## config.mk

```make
export PLATFORM = sky130hd
export DESIGN_NAME = rbg_seed_loader
export DESIGN_NICKNAME = d
export VERILOG_FILES = /design/src/rtl/seedld_pkg.sv /design/src/rtl/seedld_decode.sv /design/src/rtl/seedld_ctrl.sv /design/src/rtl/seedld_accept.sv /design/src/rtl/seedld_store.sv /design/src/rtl/rbg_seed_loader.sv
export SDC_FILE = /design/constraint.sdc
export NUM_CORES = 1
export LEC_CHECK = 0
export BUFFER_PORTS_ARGS = -buffer_cell sky130_fd_sc_hd__buf_2
export CAP_MARGIN = 20
export CORE_MARGIN = 8
export CORE_UTILIZATION = 46
export CTS_BUF_LIST = sky130_fd_sc_hd__clkbuf_8
export DETAILED_ROUTE_END_ITERATION = 8
export PLACE_DENSITY_LB_ADDON = 0.25
export SYNTH_ARGS = -nofsm -noshare
export SYNTH_HDL_FRONTEND = slang
export SYNTH_SLANG_ARGS = --single-unit
```

## constraint.sdc

```tcl
create_clock -name clk -period 4.5 [get_ports clk]
set_clock_uncertainty 0.15 [all_clocks]
set_input_delay 0.45 -clock clk [delete_from_list [all_inputs] [get_ports clk]]
set_output_delay 0.45 -clock clk [all_outputs]
set_load 0.005 [all_outputs]
```

## src/rtl/seedld_pkg.sv

```systemverilog
`timescale 1ns/1ps
package seedld_pkg;

    localparam int BYTE_W = 8;
    localparam int BUS_W  = 32;

    // Word indices of the register slots (byte offset = index * 4)
    localparam int WORD_CTRL  = 0;
    localparam int WORD_SEED  = 1;
    localparam int WORD_COUNT = 2;

    typedef enum logic [1:0] {
        SEL_CTRL  = 2'd0,
        SEL_SEED  = 2'd1,
        SEL_COUNT = 2'd2,
        SEL_NONE  = 2'd3
    } reg_sel_e;

    typedef struct packed {
        logic              wr;
        logic              rd;
        reg_sel_e          target;
        logic [BYTE_W-1:0] lane;
        logic              ctrl_bit;
    } bus_req_t;

    function automatic reg_sel_e word_to_sel(input int unsigned word, input logic aligned);
        reg_sel_e s;
        if (!aligned)                      s = SEL_NONE;
        else if (word == WORD_CTRL)        s = SEL_CTRL;
        else if (word == WORD_SEED)        s = SEL_SEED;
        else if (word == WORD_COUNT)       s = SEL_COUNT;
        else                               s = SEL_NONE;
        return s;
    endfunction

endpackage

```

## src/rtl/seedld_decode.sv

```systemverilog
`timescale 1ns/1ps
module seedld_decode
    import seedld_pkg::*;
#(
    parameter int ADDR_W = 4
) (
    input  logic              bus_sel,
    input  logic              bus_write,
    input  logic [ADDR_W-1:0] bus_addr,
    input  logic [BUS_W-1:0]  bus_wdata,
    output bus_req_t          req_o
);
    localparam int WORD_W = ADDR_W - 2;

    logic [WORD_W-1:0] word;
    logic              unused_hi_data;

    assign word           = bus_addr[ADDR_W-1:2];
    assign unused_hi_data = ^bus_wdata[BUS_W-1:BYTE_W];

    always_comb begin
        req_o          = '0;
        req_o.wr       = bus_sel && bus_write;
        req_o.rd       = bus_sel && !bus_write;
        req_o.target   = word_to_sel(32'(word), bus_addr[1:0] == 2'b00);
        req_o.lane     = bus_wdata[BYTE_W-1:0];
        req_o.ctrl_bit = bus_wdata[0];
    end

endmodule

```

## src/rtl/seedld_ctrl.sv

```systemverilog
`timescale 1ns/1ps
module seedld_ctrl
    import seedld_pkg::*;
(
    input  logic     clk,
    input  logic     rst,
    input  bus_req_t req_i,
    output logic     enable_o
);
    logic enable_q;

    always_ff @(posedge clk) begin
        if (rst) begin
            enable_q <= 1'b0;
        end else if (req_i.wr && req_i.target == SEL_CTRL) begin
            enable_q <= req_i.ctrl_bit;
        end
    end

    assign enable_o = enable_q;

endmodule

```

## src/rtl/seedld_accept.sv

```systemverilog
`timescale 1ns/1ps
module seedld_accept
    import seedld_pkg::*;
#(
    parameter int ACCEPT_CYCLES = 2
) (
    input  logic              clk,
    input  logic              rst,
    input  logic              start_i,
    input  logic [BYTE_W-1:0] byte_i,
    output logic              busy_o,
    output logic              commit_o,
    output logic [BYTE_W-1:0] byte_o
);
    localparam int TMR_W = (ACCEPT_CYCLES > 1) ? $clog2(ACCEPT_CYCLES) : 1;
    localparam logic [TMR_W-1:0] TMR_LOAD = TMR_W'(ACCEPT_CYCLES - 1);

    logic              busy_q;
    logic [TMR_W-1:0]  tmr_q;
    logic [BYTE_W-1:0] byte_q;

    always_ff @(posedge clk) begin
        if (rst) begin
            busy_q <= 1'b0;
            tmr_q  <= '0;
            byte_q <= '0;
        end else if (busy_q) begin
            if (tmr_q == '0) begin
                busy_q <= 1'b0;
            end else begin
                tmr_q <= tmr_q - 1'b1;
            end
        end else if (start_i) begin
            busy_q <= 1'b1;
            tmr_q  <= TMR_LOAD;
            byte_q <= byte_i;
        end
    end

    assign busy_o   = busy_q;
    assign commit_o = busy_q && (tmr_q == '0);
    assign byte_o   = byte_q;

endmodule

```

## src/rtl/seedld_store.sv

```systemverilog
`timescale 1ns/1ps
module seedld_store
    import seedld_pkg::*;
#(
    parameter int SEED_BYTES = 16,
    parameter int CNT_W      = 5
) (
    input  logic                         clk,
    input  logic                         rst,
    input  logic                         commit_i,
    input  logic [BYTE_W-1:0]            byte_i,
    output logic [CNT_W-1:0]             count_o,
    output logic [BYTE_W*SEED_BYTES-1:0] seed_o,
    output logic                         full_o
);
    localparam logic [CNT_W-1:0] LAST_IDX = CNT_W'(SEED_BYTES - 1);

    logic [CNT_W-1:0] count_q;
    logic             full_q;
    logic             take;

    assign take = commit_i && !full_q;

    always_ff @(posedge clk) begin
        if (rst) begin
            count_q <= '0;
            full_q  <= 1'b0;
        end else if (take) begin
            count_q <= count_q + 1'b1;
            if (count_q == LAST_IDX) begin
                full_q <= 1'b1;
            end
        end
    end

    for (genvar g = 0; g < SEED_BYTES; g++) begin : g_lane
        logic [BYTE_W-1:0] lane_q;
        always_ff @(posedge clk) begin
            if (rst) begin
                lane_q <= '0;
            end else if (take && count_q == CNT_W'(g)) begin
                lane_q <= byte_i;
            end
        end
        assign seed_o[g*BYTE_W +: BYTE_W] = lane_q;
    end

    assign count_o = count_q;
    assign full_o  = full_q;

endmodule

```

## src/rtl/rbg_seed_loader.sv

```systemverilog
`timescale 1ns/1ps
module rbg_seed_loader
    import seedld_pkg::*;
#(
    parameter int ADDR_W        = 4,
    parameter int SEED_BYTES    = 16,
    parameter int ACCEPT_CYCLES = 2
) (
    input  logic                         clk,
    input  logic                         rst,
    input  logic                         bus_sel,
    input  logic                         bus_write,
    input  logic [ADDR_W-1:0]            bus_addr,
    input  logic [BUS_W-1:0]             bus_wdata,
    output logic [BUS_W-1:0]             bus_rdata,
    output logic [BYTE_W*SEED_BYTES-1:0] seed_o,
    output logic                         seed_valid_o,
    output logic                         gen_enable_o
);
    localparam int CNT_W = $clog2(SEED_BYTES + 1);

    bus_req_t          req;
    logic              accept_start;
    logic              accept_busy;
    logic              accept_commit;
    logic [BYTE_W-1:0] accept_byte;
    logic [CNT_W-1:0]  fill_count;

    seedld_decode #(.ADDR_W(ADDR_W)) u_decode (
        .bus_sel   (bus_sel),
        .bus_write (bus_write),
        .bus_addr  (bus_addr),
        .bus_wdata (bus_wdata),
        .req_o     (req)
    );

    seedld_ctrl u_ctrl (
        .clk      (clk),
        .rst      (rst),
        .req_i    (req),
        .enable_o (gen_enable_o)
    );

    // A byte is taken only while loading is open and the timer is idle
    assign accept_start = req.wr && (req.target == SEL_SEED) && !gen_enable_o
                          && !accept_busy && !seed_valid_o;

    seedld_accept #(.ACCEPT_CYCLES(ACCEPT_CYCLES)) u_accept (
        .clk      (clk),
        .rst      (rst),
        .start_i  (accept_start),
        .byte_i   (req.lane),
        .busy_o   (accept_busy),
        .commit_o (accept_commit),
        .byte_o   (accept_byte)
    );

    seedld_store #(.SEED_BYTES(SEED_BYTES), .CNT_W(CNT_W)) u_store (
        .clk      (clk),
        .rst      (rst),
        .commit_i (accept_commit),
        .byte_i   (accept_byte),
        .count_o  (fill_count),
        .seed_o   (seed_o),
        .full_o   (seed_valid_o)
    );

    always_comb begin
        bus_rdata = '0;
        if (req.rd) begin
            case (req.target)
                SEL_CTRL:  bus_rdata = BUS_W'(gen_enable_o);
                SEL_COUNT: bus_rdata = BUS_W'(fill_count);
                default:   bus_rdata = '0;
            endcase
        end
    end

endmodule

```

==> metrics.md <==
| Metric | Value |
|---|---|
| Post-DP HPWL | `11700 um` |
| CTS Sinks | `145` |
| Via count | `5143` |
| Top-count cell post-synth | `dfxtp_1` |
| Rel. slew slack | `29.6%` |
| Post-synth top cells | `dfxtp_1, mux2i_1, nand2b_1` |
| Cell Chain, Critical Path | `buf_2 > or3_1 > nor4bb_1 > and2_1 > buf_2` |
| Sequential power share | `54.3%` |
| Max Cap Viol | `0` |
| Initial cell density of the core | `46.9%` |
| Worst Hold Depth | `3` |
| CP max stage cell | `nor4bb_1` |
| CTS tree | `yes` |
| Slew Viols, Final | `0` |
| Largest fanout on the critical path | `4` |
| CP max stage delay | `0.65 ns` |
| Yosys warns | `0` |
| Overflow after GRT | `0` |
| CP most frequent cell | `buf_2` |
| Leak pwr | `3.23 nW` |
| Initial antenna violation count | `0` |
| Hold WC Path Type | `input port to register` |
| Die height | `132 um` |
| Clock power share | `43.4%` |
| Clk root buf | `clkbuf_8` |
| Drc violations | `0` |
| Worst vdd ir | `189 uV` |
| Net Switching | `0.523 mW` |
| Post-CTS Hold Buffers | `0` |
| GRT Total Usage | `between 10% and 20%` |
| Sequential area share after synthesis | `46.9%` |
| Setup crit end kind | `output pin` |
| Post-synthesis cell type count | `35` |
| Max clock buf depth | `2` |
| P&R area growth vs syn | `17.5%` |
| Post-synth EDFFs | `0` |
| CP Depth | `5` |
| Min Hold Slack | `0.114 ns` |
| Most used DFF post-synth | `dfxtp_1` |
| Antenna diodes | `0` |
| Number of I/O port buffers | `150` |
| Measured slew at the worst slew-check pin | `1.04 ns` |
| Clk Latency, worst-skew pair | `about 0.45 ns` |
| RSZ-0062 raised after global routing | `false` |
| Final Hold Fails | `0` |
| Post-place setup slack | `~1.9 ns` |
| Mapped Area | `slightly above 6000 um2` |
| CTS buffer count | `17` |
| Mean area per synthesized cell | `9.33 um2` |
| Crit path buffers/inverters | `2` |
| Crit path time final | `2.62 ns` |
| Post-route ant nets | `0` |
| Core Util, Final | `around 55%` |
| Async SR Flop Fraction | `0%` |
| Outcome | `completed` |
| Syn Inst Count | `around 660` |
| Boundary Pins | `202` |
| Final worst slack | `1.88 ns` |
| Setup bufs post-CTS | `0` |
| Final Setup Violations | `0` |
| Combinational share of power | `2.3%` |
| GPL Wtd Cong | `0.770` |
| Largest delay share family, worst path | `simple AND/OR/NAND/NOR gates` |
| WL per Instance | `18.4 um` |
| Largest net degree at the start of global routing | `106` |
| First-pass DRT Iterations | `5` |
| F_max | `approximately 380 MHz` |
| DRT iter0 DRCs | `439` |
| Synth area leaders | `dfxtp_1, mux2i_1, nand2b_1` |
| Switch share | `roughly 22%` |
| TNS Setup | `0 ns` |
| Power density over the cells | `326 nW/um2` |
| Die Footprint | `about 17000 um2` |
| Vias in the first global route | `about 5100` |
| Clock slew seen by the registers of the worst setup and hold paths | `0.08 ns` |
| Num rows | `42` |
| FF-to-FF path depth | `4` |
| Total Wirelength | `17600 um` |
| CTS resizes | `0` |
| Share of post-route cells with drive strength above 1 | `25.5%` |
| Req. time, crit path | `3.90 ns` |
| Largest area contributor in the netlist | `dfxtp_1` |
| WS Path Type | `input port to output pin` |
| Total Nets Final | `roughly 820` |
| Crit path launch type | `input port` |
| Area share of the largest cell type after synthesis | `46.9%` |
| Die X | `132 um` |
| Placeable Area | `~13000 um2` |
| Flops & latches, synth | `145` |
| Avg Vias per Cell | `5.36` |
| Max H-tree Level | `4` |
| Global-route wire length before repair | `27800 um` |
| Pint | `1.85 mW` |
| WP data arrival | `between 2 and 2.5 ns` |
| Period Utilization, post-route | `58.2%` |
cell usage in the layout (no fill, tap or decap), types with 5 or more instances in the layout:
cell,n
inv_1,6
o21ai_0,62
ha_1,5
nor2b_1,5
a21oi_1,71
nand2_1,5
buf_2,151
buf_4,6
dfxtp_1,145
nand2b_1,73
conb_1,27
nor4bb_1,5
nand3_1,53
o21ai_1,5
mux2i_1,73
clkbuf_8,21
nor2_1,11
nand4b_1,16
registers in the layout, summed over array words and instances, names as in the netlist:
name and flops:
u_accept.busy_o 1, u_accept.byte_o 8, u_ctrl.enable_o 1, u_store.count_o 5, u_accept.tmr_q 1, u_store.full_o 1
u_store.g_lane.lane_q 128
final cells by class:
type                       count  area [um2]
sequential                   145        2900
clock inverter                10         110
fill                        1242        5920
inverter                       5        18.8
multi-input combinational    443        2910
timing repair buffer         159         821
tap                          176         220
clock buffer                  21         289
routing by layer:
layer	GRT usage (%)	vias up	share of wire (%)
met5	0	-	0
met4	6.70	0	1.4
met3	7.66	20	8.3
met2	32.4	175	49
met1	22.8	2491	41
li1	-	2457	-
path summary, 6_finish.rpt:
check | start | end | slack (ns)
worst max-delay path | bus_addr[1] | bus_rdata[1] | 1.88
worst min-delay path | bus_wdata[4] | u_accept.byte_o[4] | 0.11
worst max register to register | u_store.count_o[0] | u_store.g_lane[7].lane_q[3] | 1.91
worst min register to register | u_store.g_lane[3].lane_q[1] | u_store.g_lane[3].lane_q[1] | 0.32
power groups by stage:
stage               logic [mW]  clock network (mW)  registers (mW)
floorplan               0.0579                   0            1.31
global placement        0.0525                   0            1.32
detailed placement      0.0539                   0            1.32
CTS                     0.0542                1.04            1.29
global route            0.0609                1.10            1.29
finish                  0.0556                1.03            1.29
metrics by stage:
stage               power [mW]  area [um2]  cells
floorplan                 1.37        6280    689
global placement          1.37        6830    923
detailed placement        1.37        6830    923
CTS                       2.38        7230    954
global route              2.45        7270    959
finish                    2.37        7270    959
cell families after synthesis:
kind of cell / Yosys count / synth area share, %
multiplexers: 73 / 11.8
flip-flops: 145 / 46.9
AND/OR/NAND/NOR: 199 / 21.0
adder cells (fa/ha/maj): 5 / 1.01
other: 1 / 0.0606
AO/OA/AOI/OAI: 139 / 11.3
buffers and inverters: 101 / 7.87
worst register-to-register path, stage by stage, from the launching register on:
cell and delay (ns):
dfxtp_1 0.47, ha_1 0.32, nor2b_1 0.63, nand3_1 0.63, mux2i_1 0.32
No activity file was read; power rests on OpenSTA's default activity.
